### src/rtl/irqg_pkg.sv
package irqg_pkg;

  localparam logic [7:0] OFF_STATUS  = 8'h30;
  localparam logic [7:0] OFF_PENDING = 8'h34;
  localparam logic [7:0] OFF_ENABLE  = 8'h38;
  localparam logic [7:0] OFF_ACK     = 8'h3C;

  localparam int unsigned INT_SRCS = 16;
  localparam int unsigned MAX_EXT  = 16;

  // Bit mask of populated source positions.
  function automatic logic [31:0] src_mask(input int unsigned n);
    logic [31:0] m;
    m = '0;
    for (int unsigned b = 0; b < 32; b++) begin
      if (b < n) m[b] = 1'b1;
    end
    return m;
  endfunction

  // Internal sources always get 1; externals take their parameter bits.
  function automatic logic [31:0] cfg_word(input logic [15:0] ext, input int unsigned n);
    return {ext, 16'hFFFF} & src_mask(n);
  endfunction

endpackage

### src/rtl/irqg_front.sv
module irqg_front #(
  parameter int unsigned NSRC     = 32,
  parameter logic [31:0] POS_CFG  = 32'hFFFF_FFFF,
  parameter logic [31:0] EDGE_CFG = 32'hFFFF_FFFF
) (
  input  logic            clk,
  input  logic [NSRC-1:0] src_in,
  output logic [31:0]     event_o
);

  for (genvar g = 0; g < 32; g++) begin : g_src
    if (g < NSRC) begin : g_live
      logic norm;
      logic prev_q;

      assign norm = src_in[g] ^ ~POS_CFG[g];

      // Tracks the input even in reset, so a line held active through
      // reset gives no edge afterwards.
      always_ff @(posedge clk) begin
        prev_q <= norm;
      end

      if (EDGE_CFG[g]) begin : g_edge
        assign event_o[g] = norm & ~prev_q;
      end else begin : g_level
        assign event_o[g] = norm;
      end
    end else begin : g_empty
      assign event_o[g] = 1'b0;
    end
  end

endmodule

### src/rtl/irqg_status.sv
module irqg_status #(
  parameter logic [31:0] SRC_MASK = 32'hFFFF_FFFF
) (
  input  logic        clk,
  input  logic        rst_n,
  input  logic [31:0] event_i,
  input  logic [31:0] ack_i,
  output logic [31:0] status_o
);

  logic [31:0] status_d;

  // A new event outranks an acknowledge of the same bit.
  assign status_d = ((status_o & ~ack_i) | event_i) & SRC_MASK;

  always_ff @(posedge clk or negedge rst_n) begin
    if (!rst_n) status_o <= '0;
    else        status_o <= status_d;
  end

endmodule

### src/rtl/irqg_regif.sv
module irqg_regif #(
  parameter int unsigned ADDR_W   = 8,
  parameter logic [31:0] SRC_MASK = 32'hFFFF_FFFF
) (
  input  logic              clk,
  input  logic              rst_n,
  input  logic              bus_sel,
  input  logic              bus_wr,
  input  logic [ADDR_W-1:0] bus_addr,
  input  logic [31:0]       bus_wdata,
  output logic [31:0]       bus_rdata,
  input  logic [31:0]       status_i,
  input  logic [31:0]       pending_i,
  output logic [31:0]       enable_o,
  output logic [31:0]       ack_o
);

  import irqg_pkg::*;

  localparam logic [ADDR_W-1:0] A_STATUS  = ADDR_W'(OFF_STATUS);
  localparam logic [ADDR_W-1:0] A_PENDING = ADDR_W'(OFF_PENDING);
  localparam logic [ADDR_W-1:0] A_ENABLE  = ADDR_W'(OFF_ENABLE);
  localparam logic [ADDR_W-1:0] A_ACK     = ADDR_W'(OFF_ACK);

  logic wr_en;
  assign wr_en = bus_sel & bus_wr;

  always_ff @(posedge clk or negedge rst_n) begin
    if (!rst_n) begin
      enable_o <= '0;
    end else if (wr_en && bus_addr == A_ENABLE) begin
      enable_o <= bus_wdata & SRC_MASK;
    end
  end

  assign ack_o = (wr_en && bus_addr == A_ACK) ? (bus_wdata & SRC_MASK) : 32'd0;

  always_comb begin
    bus_rdata = 32'd0;
    if (bus_addr == A_STATUS)       bus_rdata = status_i;
    else if (bus_addr == A_PENDING) bus_rdata = pending_i;
    else if (bus_addr == A_ENABLE)  bus_rdata = enable_o;
  end

endmodule

### src/rtl/irq_gather.sv
module irq_gather #(
  parameter int unsigned N_EXT        = 16,
  parameter logic [15:0] EXT_POSITIVE = 16'hFFFF,
  parameter logic [15:0] EXT_EDGE     = 16'h0000,
  parameter int unsigned ADDR_W       = 8,
  localparam int unsigned NSRC        = 16 + N_EXT
) (
  input  logic              clk,
  input  logic              rst_n,
  input  logic [NSRC-1:0]   src_in,
  input  logic              bus_sel,
  input  logic              bus_wr,
  input  logic [ADDR_W-1:0] bus_addr,
  input  logic [31:0]       bus_wdata,
  output logic [31:0]       bus_rdata,
  output logic              irq_out
);

  import irqg_pkg::*;

  localparam logic [31:0] SRC_MASK = src_mask(NSRC);
  localparam logic [31:0] POS_CFG  = cfg_word(EXT_POSITIVE, NSRC);
  localparam logic [31:0] EDGE_CFG = cfg_word(EXT_EDGE, NSRC);

  initial begin
    if (N_EXT > MAX_EXT) $error("irq_gather: N_EXT above 16");
  end

  logic [31:0] event_w;
  logic [31:0] ack_w;
  logic [31:0] status_q;
  logic [31:0] enable_q;
  logic [31:0] pending;

  irqg_front #(
    .NSRC    (NSRC),
    .POS_CFG (POS_CFG),
    .EDGE_CFG(EDGE_CFG)
  ) front_i (
    .clk    (clk),
    .src_in (src_in),
    .event_o(event_w)
  );

  irqg_status #(
    .SRC_MASK(SRC_MASK)
  ) status_i (
    .clk     (clk),
    .rst_n   (rst_n),
    .event_i (event_w),
    .ack_i   (ack_w),
    .status_o(status_q)
  );

  irqg_regif #(
    .ADDR_W  (ADDR_W),
    .SRC_MASK(SRC_MASK)
  ) regif_i (
    .clk      (clk),
    .rst_n    (rst_n),
    .bus_sel  (bus_sel),
    .bus_wr   (bus_wr),
    .bus_addr (bus_addr),
    .bus_wdata(bus_wdata),
    .bus_rdata(bus_rdata),
    .status_i (status_q),
    .pending_i(pending),
    .enable_o (enable_q),
    .ack_o    (ack_w)
  );

  assign pending = status_q & enable_q;
  assign irq_out = |pending;

endmodule

### config.mk
export PLATFORM = sky130hd
export DESIGN_NAME = irq_gather
export DESIGN_NICKNAME = d
export VERILOG_FILES = /design/src/rtl/irqg_pkg.sv /design/src/rtl/irqg_front.sv /design/src/rtl/irqg_status.sv /design/src/rtl/irqg_regif.sv /design/src/rtl/irq_gather.sv
export SDC_FILE = /design/constraint.sdc
export NUM_CORES = 1
export LEC_CHECK = 0
export BUFFER_PORTS_ARGS = -buffer_cell sky130_fd_sc_hd__buf_2
export CAP_MARGIN = 30
export CORE_ASPECT_RATIO = 1.75
export CORE_MARGIN = 5
export CORE_UTILIZATION = 30
export CTS_CLUSTER_SIZE = 40
export DETAILED_ROUTE_END_ITERATION = 10
export GPL_ROUTABILITY_DRIVEN = 0
export SLEW_MARGIN = 5
export SYNTH_ARGS = -nofsm -noshare
export SYNTH_HDL_FRONTEND = slang
export SYNTH_SLANG_ARGS = --single-unit
export TNS_END_PERCENT = 30
### constraint.sdc
create_clock -name clk -period 2.35 [get_ports clk]
set_input_delay 0.47 -clock clk [delete_from_list [all_inputs] [get_ports clk]]
set_output_delay 0.47 -clock clk [all_outputs]
set_load 0.005 [all_outputs]
# Yosys cells after proc, flatten, opt, wreduce, memory -nomap -nowiden

Cells that the tools add are included.

Equality and inequality tests: 4
Muxes and demuxes: 4
Bitwise operators: 37
Reductions and logical operators: 3

Operators by type and width:

| operator                                             | number |
|---|---|
| two-way mux 32 bit                                   | 4 |
| AND 32 bit                                           | 2 |
| equality test 8 x 6 -> 1 bit (second input constant) | 4 |
| inverter 32 bit                                      | 1 |
| bitwise OR 32 bit                                    | 1 |
| OR reduction 32 bit                                  | 1 |
| AND 1 bit                                            | 17 |
| inverter 1 bit                                       | 16 |
| logical AND 1 bit                                    | 2 |

Flip-flop bits (word level): 80
Output and inout bits: 33
Logic and storage cells: 66

# Logic depth before layout (Yosys ltp)

Gate-level depths: netlist of run 1.

Depth after elaboration: 6
Gate-level depth with buffers: 6
Gate-level depth less buffers: 3

# By module

A second synthesis of run 1 with hierarchy kept.

Cell total of the unflattened synthesis: 442
Area total of the unflattened synthesis: 4,465.5 sq um

By module, submodules not included:

| module      | times used | cells each | area each (sq um) |
|---|---|---|---|
| irqg_regif  | 1          | 253        | 2,346.0 |
| irqg_status | 1          | 96         | 1,161.1 |
| irqg_front  | 1          | 48         | 660.6 |
| irq_gather  | 1          | 45         | 297.8 |

# Worst setup path before layout of run 1

Ideal clock, no wire load.

Path type: input-to-output
Start: in bus_addr[1]
End: out bus_rdata[10]
Arrival: 1.564 ns
Data required time: 1.880 ns
Setup slack: 0.316 ns
Stages: 6
Buffers on the path: 3
Cells stage by stage: or2_0 > buf_2 > or2_2 > clkbuf_1 > clkbuf_1 > nor2_1

Cells in the longest elaborated chain, start to end: 4
Elaborated cells between the ends (all ways): 6

RTL lines:

| element                      | line             | source |
|---|---|---|
| start, declared              | irq_gather.sv:13 | `input logic [ADDR_W-1:0] bus_addr,` |
| equality test 8 x 6 -> 1 bit | irqg_regif.sv:42 | `else if (bus_addr == A_ENABLE) bus_rdata = enable_o;` |
| two-way mux 32 bit           | irqg_regif.sv:42 |  |
| two-way mux 32 bit           | irqg_regif.sv:41 | `else if (bus_addr == A_PENDING) bus_rdata = pending_i;` |
| two-way mux 32 bit (*)       | irqg_regif.sv:40 | `if (bus_addr == A_STATUS) bus_rdata = status_i;` |
| end, declared                | irq_gather.sv:15 | `output logic [31:0] bus_rdata,` |

Every way passes the cells marked *; elsewhere a longest branch is shown, timed or not.

# Worst setup path in the final report of run 1

Start: reg regif_i.enable_o[22]
End: out irq_out

Cells in the longest elaborated chain, start to end: 2

RTL lines:

| element                | line             | source |
|---|---|---|
| start, declared        | irqg_regif.sv:14 | `output logic [31:0] enable_o,` |
| start signal, assigned | irqg_regif.sv:32 | `enable_o <= bus_wdata & SRC_MASK;` |
| AND 32 bit             | irq_gather.sv:72 | `assign pending = status_q & enable_q;` |
| OR reduction 32 bit    | irq_gather.sv:73 | `assign irq_out = \|pending;` |
| end, declared          | irq_gather.sv:16 | `output logic irq_out` |

No other way between the ends.

==> results.md, run 1 <==
- finished, final reports clean — result of the run
- 1 — worst path buffer plus inverter count
- 4690 µm² — DP Area
- sky130_fd_sc_hd__or4_4 — Critical-path top delay cell
- 1.81 ns — arrival time worst endpoint
- 0 — antenna violations before repair
- 3.17 mW — final total power
- 10.0 µm² — mean instance size in the synthesized netlist
- 0 — Antenna Diode Count
- 5.10 — routed via count divided by cell count
- 0.117 ns — worst hold slack after final layout
- 0.305 — starting utilization of the core area
- 0 — count of warnings emitted by yosys
- 0.487 — Seq/Total Area, Yosys
- 27.0% — layout overhead on the synthesized area
- 0.448 — sequential fraction of design power
- 0 — number of synthesized flops with an enable pin
- sky130_fd_sc_hd__clkbuf_16 — root buffer cell
- 0.156 — combined global-route utilization of all metal layers
- 1920 µm² — Sequential cell area
- 3424 — via count of the routed design
- 0.773 mW — net switching component of the power
- 0.278 mV — Peak VDD IR
- 80 — count of state elements after synthesis
- 0.405 — area share of the largest cell type after synthesis
- 3 — CTS H-tree depth
- 1.54 ns — reg-to-reg slack, setup
- a22oi_2 > nand4_1 > or4_4 > buf_2 — ordered list of cells on the worst path
- 0.06 ns — clock slew seen by the registers of the worst setup and hold paths
- 0 — Max-Cap Viols
- 109 — Ports
- 0.00275 ns — setup skew after layout
- 0.101 — logic gate share of total power
- 395 — Gate Count Post-Synth
- 2.40 mW — Internal Power
- no — RSZ-0062 raised after global routing
- 0.486 ns — worst slew pin tran
- 471 — nets in the synthesized netlist
- 2.33 nW — Leak Pwr
- 0.450 — share of power burned in the clock network
- 438 MHz — Fmax
- 65 — pin count of the biggest net entering global routing
- 3536 — number of global-route vias before repair
- 96.7 µm — Die X-Extent
- reg2out — type of the worst setup path
- 0.350 — share of layout cells above drive strength 1
- 0 — Setup Buffers After CTS
- 4 — highest net fanout along the worst path
- 0 — final-report max-slew violation count
- 18.2 µm — routed wirelength normalized by instance count
- 0 — DRC violation count after routing
- primary output — CP Capture Type
- 0 — setup violation total in the final timing report
- simple AND/OR/NAND/NOR gates — largest delay contributor family on the critical path
- 0 — gr ovfl total
- sky130_fd_sc_hd__dfrtp_1 — Primary FF master, synth
- 8.68 mm — hpwl dp
- 5020 µm² — finished layout cell area
- 9 — number of buffers created by CTS
- 0.34 ns — clock latency of the later-clocked register in the worst-skew pair
- 2.28 ns — clock period minus worst slack
- built — CTS tree
- 0.244 — net switching share of the total power
- 55 — placement row count
- 19.4 mm — first-pass GRT wire length
- 3950 µm² — Post-Synthesis Cell Area
- 632 nW/µm² — ratio of total power to cell area
- 80 — number of clock sinks
- 1770 µm² — area taken by multi-input logic gates
- 12.2 mm — final routed wirelength across all metal layers
- 0 — hold buffers post-CTS
- 162 µm — Chip Height
- 193 — Iter 0 DRT Violations
- 571 — total number of nets in the final design
- 28 — synth unique cells
- 15700 µm² — die area
- 4 — first drt pass iteration count
- 0 ns — setup TNS
- sky130_fd_sc_hd__dfrtp_1 41%, sky130_fd_sc_hd__mux2_2 8.8%, sky130_fd_sc_hd__dfxtp_1 8.1% — top cells by area, synth
- in2async — type of the tightest min-delay check
- sky130_fd_sc_hd__dfrtp_1 — largest area contributor in the synthesized netlist
- 0.51 ns — Largest stage delay, worst path
- 1339 — number of fill cells in the layout
- 12900 µm² — area of the core region
- 0.676 — relative max-transition margin
- 0.972 — share of the clock period used by the worst path after layout
- 0.800 — async set-or-reset flop fraction in the synthesized netlist
- 0 — total count of hold-check failures in the final report
- 0 — post-route antenna net violation count
- 2 — worst-case clock buffer depth
- 108 — Port-buffer cells
- 1.88 ns — required arrival time at the worst endpoint
- flop — startpoint class of the critical path
layer usage:
| metal | global-route usage | vias to the layer above | wire length [µm] |
|---|---|---|---|
| met1 | 0.182 | 1673 | 4900 |
| met5 | 0 | - | 0 |
| li1 | - | 1630 | - |
| met4 | 0.0735 | 0 | 382 |
| met3 | 0.0451 | 21 | 680 |
| met2 | 0.263 | 100 | 6270 |
area by class of cell:
cell class | count | share of cell area
flip-flops and latches | 80 | 0.383
clock buffers | 10 | 0.0476
inverters | 33 | 0.0247
repair buffers | 120 | 0.136
multi-input cells | 251 | 0.352
well taps | 171 | 0.0427
clock inverters | 6 | 0.0137
flip-flops by register name (all words and copies together), names as in the netlist:
register	cells
status_i.status_o	32
regif_i.enable_o	32
front_i.g_src.g_live.prev_q	16
synth_stat cells, types with 2 or more instances:
master / instances
sky130_fd_sc_hd__clkbuf_1: 20
sky130_fd_sc_hd__dfxtp_1: 16
sky130_fd_sc_hd__a22oi_1: 16
sky130_fd_sc_hd__inv_1: 33
sky130_fd_sc_hd__a32oi_1: 32
sky130_fd_sc_hd__buf_1: 2
sky130_fd_sc_hd__nand4_1: 4
sky130_fd_sc_hd__nand2b_1: 32
sky130_fd_sc_hd__o22ai_1: 16
sky130_fd_sc_hd__buf_6: 3
sky130_fd_sc_hd__nor4_1: 16
sky130_fd_sc_hd__a21o_1: 16
sky130_fd_sc_hd__nand2_1: 32
sky130_fd_sc_hd__nor2_1: 32
sky130_fd_sc_hd__mux2_2: 31
sky130_fd_sc_hd__or4_1: 17
sky130_fd_sc_hd__dfrtp_1: 64
sky130_fd_sc_hd__buf_2: 3
cell usage in the layout, fill, tap and decap left out, types with 31 or more instances in the layout:
cell type                    n
sky130_fd_sc_hd__nand2b_1   32
sky130_fd_sc_hd__dfrtp_1    64
sky130_fd_sc_hd__a32oi_1    32
sky130_fd_sc_hd__buf_2     108
sky130_fd_sc_hd__nor2_1     32
sky130_fd_sc_hd__inv_1      33
sky130_fd_sc_hd__nand2_1    32
sky130_fd_sc_hd__mux2_2     31
cells by family (layout without fill, tap and decap cells):
| kind of cell | after synthesis | in the layout | share of synthesized area |
|---|---|---|---|
| DFF | 80 | 80 | 0.487 |
| buffers and inverters | 64 | 169 | 0.0713 |
| and+or+nand+nor | 139 | 139 | 0.194 |
| AOI/OAI and AO/OA | 80 | 80 | 0.157 |
| muxes | 32 | 32 | 0.0912 |
path summary, 6_finish.rpt:
check	from	to	cells after the start
max in group asynchronous	rst_n	status_i.status_o[29]$_DFF_PN0_	2
worst max register to register	regif_i.enable_o[17]$_DFFE_PN0P_	regif_i.enable_o[17]$_DFFE_PN0P_	1
worst min register to register	front_i.g_src[10].g_live.prev_q$_DFF_P_	status_i.status_o[10]$_DFF_PN0_	1
worst min-delay path	rst_n	regif_i.enable_o[14]$_DFFE_PN0P_	2
worst max-delay path	regif_i.enable_o[22]$_DFFE_PN0P_	irq_out	4
min in group clk	src_in[12]	front_i.g_src[12].g_live.prev_q$_DFF_P_	1
per-stage QoR:
stage               utilization  worst slack, ns  cells
floorplan                     -            0.316    395
finish                    0.388           0.0653    671
CTS                       0.387           0.0113    671
global placement          0.362            0.124    655
global route              0.388          0.00552    671
detailed placement        0.362           0.0924    655
timing repair:
action / CTS / global route
cloned: 0 / 0
endpoints found under the setup margin: 1 / 1
pin swaps: 0 / 2
resized for setup: 1 / 3
power groups by stage:
| stage | Combinational, mW | Clock (mW) | Sequential, mW |
|---|---|---|---|
| 4_1_cts | 0.316 | 1.46 | 1.42 |
| 2_1_floorplan | 0.146 | 0 | 1.44 |
| 3_5_place_dp | 0.315 | 0 | 1.45 |
| 6_report | 0.321 | 1.43 | 1.42 |
| 5_1_grt | 0.350 | 1.52 | 1.42 |
| 3_3_place_gp | 0.312 | 0 | 1.45 |
Note: power is estimated with default switching activity, not from simulation.
==> run 2: changes to the inputs <==
--- a/config.mk
+++ b/config.mk
@@ -5,6 +5,7 @@
 export SDC_FILE = /design/constraint.sdc
 export NUM_CORES = 1
 export LEC_CHECK = 0
+export ABC_AREA = 1
 export BUFFER_PORTS_ARGS = -buffer_cell sky130_fd_sc_hd__buf_2
 export CAP_MARGIN = 30
 export CORE_ASPECT_RATIO = 1.75
==> results.md, run 2 <==
- 852 — cell count after placement, was 655
- finished, final reports clean — result of the run, unchanged
- 446 MHz — Fmax, was 438 MHz
- 868 — Finished Layout Cells, was 671
- 4.72 — routed via count divided by cell count, was 5.10
- 0.460 — Seq/Total Area, Yosys, was 0.487
- 0.36 ns — Largest stage delay, worst path, was 0.51 ns
- 16500 µm² — die area, was 15700 µm²
- 13800 µm² — area of the core region, was 12900 µm²
- sky130_fd_sc_hd__dfrtp_1 38%, sky130_fd_sc_hd__nand2_1 19%, sky130_fd_sc_hd__nand3_1 11% — top cells by area, synth, was sky130_fd_sc_hd__dfrtp_1 41%, sky130_fd_sc_hd__mux2_2 8.8%, sky130_fd_sc_hd__dfxtp_1 8.1%
- 0.06 ns — clock slew seen by the registers of the worst setup and hold paths, about the same
- 202 — Iter 0 DRT Violations, was 193
- 0.233 — share of layout cells above drive strength 1, was 0.350
- 0 — Setup Buffers After CTS, unchanged
- 0 — post-route antenna net violation count, unchanged
- 0.33 ns — clock latency of the later-clocked register in the worst-skew pair, was 0.34 ns
- sky130_fd_sc_hd__clkbuf_16 — root buffer cell, unchanged
- 0 — number of synthesized flops with an enable pin, unchanged
- 0 — count of warnings emitted by yosys, unchanged
- 1.88 ns — required arrival time at the worst endpoint, about the same
- 0 — hold buffers post-CTS, unchanged
- 57 — placement row count, was 55
- 108 — Port-buffer cells, unchanged
- 20.4 mm — first-pass GRT wire length, was 19.4 mm
- 166 µm — Chip Height, was 162 µm
- 212 x sky130_fd_sc_hd__nand2_1, 108 x sky130_fd_sc_hd__buf_2, 94 x sky130_fd_sc_hd__nand3_1 — commonest cells after routing, fill and taps aside, was 108 x sky130_fd_sc_hd__buf_2, 64 x sky130_fd_sc_hd__dfrtp_1, 33 x sky130_fd_sc_hd__inv_1
- 12.2 mm — final routed wirelength across all metal layers, about the same
- 3.37 mW — final total power, was 3.17 mW
- 0.490 ns — worst slew pin tran, was 0.486 ns
- 4094 — number of global-route vias before repair, was 3536
- 3 — CTS H-tree depth, unchanged
- 0.383 — area share of the largest cell type after synthesis, was 0.405
- 2 — worst-case clock buffer depth, unchanged
- no — RSZ-0062 raised after global routing, unchanged
- in2async — type of the tightest min-delay check, unchanged
- 576 — Gate Count Post-Synth, was 395
- 0.154 — combined global-route utilization of all metal layers, was 0.156
- 0 — gr ovfl total, unchanged
- 0 — Antenna Diode Count, unchanged
- 9.15 mm — hpwl dp, was 8.68 mm
- 0 ns — setup TNS, unchanged
- 0.673 — relative max-transition margin, was 0.676
- 762 — total number of nets in the final design, was 571
- 0 — antenna violations before repair, unchanged
- 10 — highest net fanout along the worst path, was 4
- 0 — total count of hold-check failures in the final report, unchanged
- sky130_fd_sc_hd__dfrtp_1 — Primary FF master, synth, unchanged
- 212 x sky130_fd_sc_hd__nand2_1, 94 x sky130_fd_sc_hd__nand3_1, 64 x sky130_fd_sc_hd__dfrtp_1 — ranking of synthesized cells by instance count, was 64 x sky130_fd_sc_hd__dfrtp_1, 33 x sky130_fd_sc_hd__inv_1
- sky130_fd_sc_hd__nand2_1 — most frequent cell after synthesis, was sky130_fd_sc_hd__dfrtp_1
- 0.800 — async set-or-reset flop fraction in the synthesized netlist, unchanged
- 0.00266 ns — setup skew after layout, was 0.00275 ns
- 99.2 µm — Die X-Extent, was 96.7 µm
- 0.954 — share of the clock period used by the worst path after layout, was 0.972
- 0.109 ns — final setup slack of the worst path, was 0.0653 ns
- 9 — number of buffers created by CTS, unchanged
- sky130_fd_sc_hd__nand2_1 — most common library cell in the layout ignoring fill and taps, was sky130_fd_sc_hd__buf_2
- primary output — CP Capture Type, unchanged
- 0 — final-report max-slew violation count, unchanged
- 4180 µm² — Post-Synthesis Cell Area, was 3950 µm²
- 80 — count of state elements after synthesis, unchanged
- sky130_fd_sc_hd__dfrtp_1 — largest area contributor in the synthesized netlist, unchanged
- input port — startpoint class of the critical path, was flop
- 0 — DRC violation count after routing, unchanged
- 0.304 — starting utilization of the core area, was 0.305
- buf_2 > inv_2 > nand2_2 > nor2_4 > nand2_2 > clkinv_1 > nand2_1 > nand3_1 > buf_2 — ordered list of cells on the worst path, was a22oi_2 > nand4_1 > or4_4 > buf_2
- 1.77 ns — arrival time worst endpoint, was 1.81 ns
- 4096 — via count of the routed design, was 3424
- 6 — first drt pass iteration count, was 4
- 0 — cells resized by post-CTS repair, was 1
- regif_i.enable_o: 32 flops, status_i.status_o: 32 flops, front_i.g_src.g_live.prev_q: 16 flops — biggest regs, unchanged
- 0.0993 ns — Setup Slack @ Placement, was 0.0924 ns
- 60 — pin count of the biggest net entering global routing, was 65
- 652 — nets in the synthesized netlist, was 471
- 27.7% — layout overhead on the synthesized area, was 27.0%
- 109 — Ports, unchanged
- 0 — setup violation total in the final timing report, unchanged
- 0 — Max-Cap Viols, unchanged
- sky130_fd_sc_hd__clkinv_1 — Critical-path top delay cell, was sky130_fd_sc_hd__or4_4
- built — CTS tree, unchanged
- 631 nW/µm² — ratio of total power to cell area, was 632 nW/µm²
- 14.1 µm — routed wirelength normalized by instance count, was 18.2 µm
- in2out — type of the worst setup path, was reg2out
- 24 — synth unique cells, was 28
- 2.92 nW — Leak Pwr, was 2.33 nW
- 80 — number of clock sinks, unchanged
- 7.26 µm² — mean instance size in the synthesized netlist, was 10.0 µm²
- 0.410 mV — Peak VDD IR, was 0.278 mV
- 2.24 ns — clock period minus worst slack, was 2.28 ns
## run 2: changes by cell type in the layout (fill, tap and decap cells not counted), moves of 23 or more
| cell | change |
|---|---|
| sky130_fd_sc_hd__nor2_1 | -23 |
| sky130_fd_sc_hd__o21ai_0 | +24 |
| sky130_fd_sc_hd__inv_1 | +25 |
| sky130_fd_sc_hd__nand2_1 | +180 |
| sky130_fd_sc_hd__a32oi_1 | -32 |
| sky130_fd_sc_hd__nand2b_1 | -32 |
| sky130_fd_sc_hd__mux2_2 | -31 |
| sky130_fd_sc_hd__nand3_1 | +93 |
## run 2: cell families after synthesis
| logic type | Yosys count | share of synthesized area |
|---|---|---|
| AND/OR/NAND/NOR | 361 | 0.387 |
| AO/OA/AOI/OAI | 43 | 0.0581 |
| flip-flops | 80 | 0.460 |
| buffers and inverters | 92 | 0.0946 |
## run 2: per-stage QoR
stage	hold slack [ns]	util	area (µm²)
2_1_floorplan	0.174	-	4180
3_3_place_gp	0.437	0.361	4970
3_5_place_dp	0.443	0.361	4970
4_1_cts	0.0957	0.388	5340
5_1_grt	0.116	0.388	5340
6_report	0.0933	0.388	5340
## run 2: metal layers
layer,vias to the layer above,GRT usage,wire [µm]
met1,1900,0.179,4830
met4,0,0.0648,352
met3,23,0.0269,627
met5,-,0,0
met2,119,0.275,6430
li1,2054,-,-
## run 2: cell type report
cell class                      instances  area (µm²)
Fill cell                            1486        8430
Sequential cell                        80        1920
Multi-Input combinational cell        404        1870
Timing Repair Buffer                  128         716
Clock buffer                           10         239
Inverter                               63         236
Tap cell                              177         221
Clock inverter                          6         130
## run 2: worst paths after layout
kind | from | to | slack [ns] | depth (start not counted)
worst max-delay path | bus_addr[0] | bus_rdata[21] | 0.11 | 9
worst min-delay path | rst_n | status_i.status_o[30]$_DFF_PN0_ | 0.09 | 1
worst max register to register | regif_i.enable_o[21]$_DFFE_PN0P_ | regif_i.enable_o[21]$_DFFE_PN0P_ | 1.65 | 2
worst min register to register | front_i.g_src[0].g_live.prev_q$_DFF_P_ | status_i.status_o[0]$_DFF_PN0_ | 0.45 | 3
max in group asynchronous | rst_n | regif_i.enable_o[8]$_DFFE_PN0P_ | 1.69 | 2
min in group clk | src_in[6] | front_i.g_src[6].g_live.prev_q$_DFF_P_ | 0.24 | 1
## run 2: worst max-delay path: cells and delay by family
family                 cells  cell delay (ns)
buffers and inverters      4             0.62
and+or+nand+nor            5             0.68
## run 2: power by group
group	total [mW]	internal [mW]	switching [mW]
sequential	1.43	1.41	0.0186
combinational	0.220	0.0864	0.134
clock	1.72	1.17	0.550
==> run 3: changes to the inputs <==
--- a/config.mk
+++ b/config.mk
@@ -17,5 +17,6 @@
 export SLEW_MARGIN = 5
 export SYNTH_ARGS = -nofsm -noshare
 export SYNTH_HDL_FRONTEND = slang
+export SYNTH_HIERARCHICAL = 1
 export SYNTH_SLANG_ARGS = --single-unit
 export TNS_END_PERCENT = 30
==> results.md, run 3 <==
- 23.0% — layout overhead on the synthesized area, was 27.7%
- 19.5 mm — first-pass GRT wire length, was 20.4 mm
- 80 — number of clock sinks, unchanged
- 173 µm — Chip Height, was 166 µm
- 0.420 — Seq/Total Area, Yosys, was 0.460
- 109 — Ports, unchanged
- 4012 — via count of the routed design, was 4096
- 1.74 ns — arrival time worst endpoint, was 1.77 ns
- 0 — area share of fa/ha/maj cells after synthesis, unchanged
- 453 MHz — Fmax, was 446 MHz
- 4570 µm² — Post-Synthesis Cell Area, was 4180 µm²
- 218 x sky130_fd_sc_hd__nand2_1, 150 x sky130_fd_sc_hd__inv_1, 85 x sky130_fd_sc_hd__nor2_1 — ranking of synthesized cells by instance count, was 212 x sky130_fd_sc_hd__nand2_1, 94 x sky130_fd_sc_hd__nand3_1, 64 x sky130_fd_sc_hd__dfrtp_1
- sky130_fd_sc_hd__clkbuf_16 — root buffer cell, unchanged
- 686 — Gate Count Post-Synth, was 576
- built — CTS tree, unchanged
- 4.14 — routed via count divided by cell count, was 4.72
- 0.0515 — post-synthesis compound-gate area fraction, was 0.0581
- 0 — DRC violation count after routing, unchanged
- 0.307 — starting utilization of the core area, was 0.304
- 0 — hold buffers post-CTS, unchanged
- 3.21 mW — final total power, was 3.37 mW
- 108 — Port-buffer cells, unchanged
- sky130_fd_sc_hd__nand2_1 — most common library cell in the layout ignoring fill and taps, unchanged
- sky130_fd_sc_hd__dfrtp_1 35%, sky130_fd_sc_hd__nand2_1 18%, sky130_fd_sc_hd__inv_1 12% — top cells by area, synth, was sky130_fd_sc_hd__dfrtp_1 38%, sky130_fd_sc_hd__nand2_1 19%, sky130_fd_sc_hd__nand3_1 11%
- 0 — final-report max-slew violation count, unchanged
- 0.582 — relative max-transition margin, was 0.673
- 1.88 ns — required arrival time at the worst endpoint, about the same
- sky130_fd_sc_hd__nand2_1 — most frequent cell after synthesis, unchanged
- 0 — post-route antenna net violation count, unchanged
- sky130_fd_sc_hd__dfrtp_1 — largest area contributor in the synthesized netlist, unchanged
- 0 — antenna violations before repair, unchanged
- 0 — cells resized by post-CTS repair, unchanged
- 218 x sky130_fd_sc_hd__nand2_1, 150 x sky130_fd_sc_hd__inv_1, 108 x sky130_fd_sc_hd__buf_2 — commonest cells after routing, fill and taps aside, was 212 x sky130_fd_sc_hd__nand2_1, 108 x sky130_fd_sc_hd__buf_2, 94 x sky130_fd_sc_hd__nand3_1
- 0.800 — async set-or-reset flop fraction in the synthesized netlist, unchanged
- 3 — CTS H-tree depth, unchanged
- 0.938 — share of the clock period used by the worst path after layout, was 0.954
- 0.06 ns — clock slew seen by the registers of the worst setup and hold paths, about the same
- 0.140 — combined global-route utilization of all metal layers, was 0.154
- 0.627 ns — worst slew pin tran, was 0.490 ns
- 128 — Iter 0 DRT Violations, was 202
- 0 — number of synthesized flops with an enable pin, unchanged
- 0 — setup violation total in the final timing report, unchanged
- 6.66 µm² — mean instance size in the synthesized netlist, was 7.26 µm²
- input port — startpoint class of the critical path, unchanged
- 80 — count of state elements after synthesis, unchanged
- 4 — first drt pass iteration count, was 6
- 1.69 ns — reg-to-reg slack, setup, was 1.65 ns
- 2 — depth of the worst register-to-register path, unchanged
- 0 — total count of hold-check failures in the final report, unchanged
- 14900 µm² — area of the core region, was 13800 µm²
- 6 — highest net fanout along the worst path, was 10
- 0 — gr ovfl total, unchanged
- 0 ns — setup TNS, unchanged
- 2.21 ns — clock period minus worst slack, was 2.24 ns
- 59 — placement row count, was 57
- 11.9 mm — final routed wirelength across all metal layers, was 12.2 mm
- 1618 — number of fill cells in the layout, was 1486
- 0.350 — area share of the largest cell type after synthesis, was 0.383
- in2out — type of the worst setup path, unchanged
- 0.348 — simple-gate portion of the synthesized area, was 0.387
- 0 — xor and xnor fraction of the mapped netlist area, unchanged
- 31 — pin count of the biggest net entering global routing, was 60
- 0.231 — share of layout cells above drive strength 1, was 0.233
- regif_i/enable_o: 32 flops, status_i/status_o: 32 flops, front_i/g_src.g_live.prev_q: 16 flops — biggest regs, was regif_i.enable_o: 32 flops, status_i.status_o: 32 flops, front_i.g_src.g_live.prev_q: 16 flops
- 3.36 nW — Leak Pwr, was 2.92 nW
- 0 — share of cell area taken by muxes after synthesis, unchanged
- 8.99 mm — hpwl dp, was 9.15 mm
- primary output — CP Capture Type, unchanged
- 762 — nets in the synthesized netlist, was 652
- 17900 µm² — die area, was 16500 µm²
- regif_i/enable_o[31]$_DFFE_PN0P_ — worst r2r dst, was regif_i.enable_o[21]$_DFFE_PN0P_
- 0.297 mV — Peak VDD IR, was 0.410 mV
- 3929 — number of global-route vias before repair, was 4094
- finished, final reports clean — result of the run, unchanged
- 6 — count of warnings emitted by yosys, was 0
- regif_i/enable_o[31]$_DFFE_PN0P_ — startpoint of the worst-slack reg-to-reg timing path, was regif_i.enable_o[21]$_DFFE_PN0P_
- 0 — Antenna Diode Count, unchanged
- 571 nW/µm² — ratio of total power to cell area, was 631 nW/µm²
- 0 — Setup Buffers After CTS, unchanged
- 12.3 µm — routed wirelength normalized by instance count, was 14.1 µm
- in2async — type of the tightest min-delay check, unchanged
- 0.00379 ns — setup skew after layout, was 0.00266 ns
- 9 — number of buffers created by CTS, unchanged
- no — RSZ-0062 raised after global routing, unchanged
- sky130_fd_sc_hd__dfrtp_1 — Primary FF master, synth, unchanged
- 0 — Max-Cap Viols, unchanged
- 2 — worst-case clock buffer depth, unchanged
- 0.33 ns — clock latency of the later-clocked register in the worst-skew pair, about the same
- simple AND/OR/NAND/NOR gates — largest family of logic cells by synthesized area, unchanged
- 103 µm — Die X-Extent, was 99.2 µm
- 20 — synth unique cells, was 24
- 858 — total number of nets in the final design, was 762
-- run 3: changes by cell type in the layout (fill, tap and decap cells not counted), sizes merged, moves of 5 or more --
cell    previous run  this run
inv               62       153
nand4             12         0
nor2              14       103
nand3             94        57
nand2            215       221
o211ai            11         0
buf              128       123
or2               12         0
nand3b            12         0
-- run 3: critical path, stage by stage --
cell                      delay (ns)
sky130_fd_sc_hd__buf_2          0.10
sky130_fd_sc_hd__inv_1          0.04
sky130_fd_sc_hd__nand2_1        0.16
sky130_fd_sc_hd__nor2_2         0.30
sky130_fd_sc_hd__buf_4          0.20
sky130_fd_sc_hd__nand3_1        0.07
sky130_fd_sc_hd__nand2_1        0.07
sky130_fd_sc_hd__nor2_1         0.04
sky130_fd_sc_hd__nor2_1         0.15
sky130_fd_sc_hd__buf_2          0.14
-- run 3: cell type report --
| class | count | area [µm²] | area share |
|---|---|---|---|
| inverter | 152 | 571 | 0.101 |
| clock buffer | 12 | 246 | 0.0438 |
| timing repair buffer | 123 | 741 | 0.132 |
| clock inverter | 4 | 76.3 | 0.0136 |
| multi-input combinational | 416 | 1840 | 0.327 |
| sequential | 80 | 1920 | 0.342 |
| tap | 183 | 229 | 0.0407 |
-- run 3: routing by layer --
metal / track usage / up-vias / part of all wire
met4: 0.0465 / 0 / 0.016
met2: 0.242 / 90 / 0.52
met3: 0.0282 / 9 / 0.052
li1: - / 2177 / -
met5: 0 / - / 0
met1: 0.170 / 1736 / 0.41
-- run 3: worst max path at each step --
stage / from / endpoint / cells after the start / slack [ns]
after global routing: bus_addr[7] / bus_rdata[2] / 10 / 0.03
after global placement: bus_addr[0] / bus_rdata[15] / 10 / 0.18
after floorplan: bus_addr[6] / bus_rdata[11] / 8 / 0.65
final: bus_addr[0] / bus_rdata[15] / 10 / 0.14
after CTS: bus_addr[0] / bus_rdata[15] / 10 / 0.15
after detailed placement: bus_addr[0] / bus_rdata[15] / 10 / 0.16
-- run 3: cell families after synthesis --
group,after synthesis
flops,80
buf+inv,190
simple gates,384
compound gates,32
-- run 3: power breakdown --
part           internal [mW]  total [mW]  switching (mW)
Sequential              1.40        1.42          0.0177
Combinational          0.106       0.261           0.155
Clock                  0.965        1.53           0.563
-- run 3: metrics by stage --
step	worst slack (ns)	cells	hold WS (ns)	util	cell area (µm²)
final	0.145	970	0.149	0.377	5620
after global routing	0.0330	970	0.190	0.377	5620
after CTS	0.154	970	0.167	0.377	5620
after detailed placement	0.161	954	0.464	0.355	5300
after global placement	0.177	954	0.459	0.355	5300
after floorplan	0.650	686	0.174	-	4570
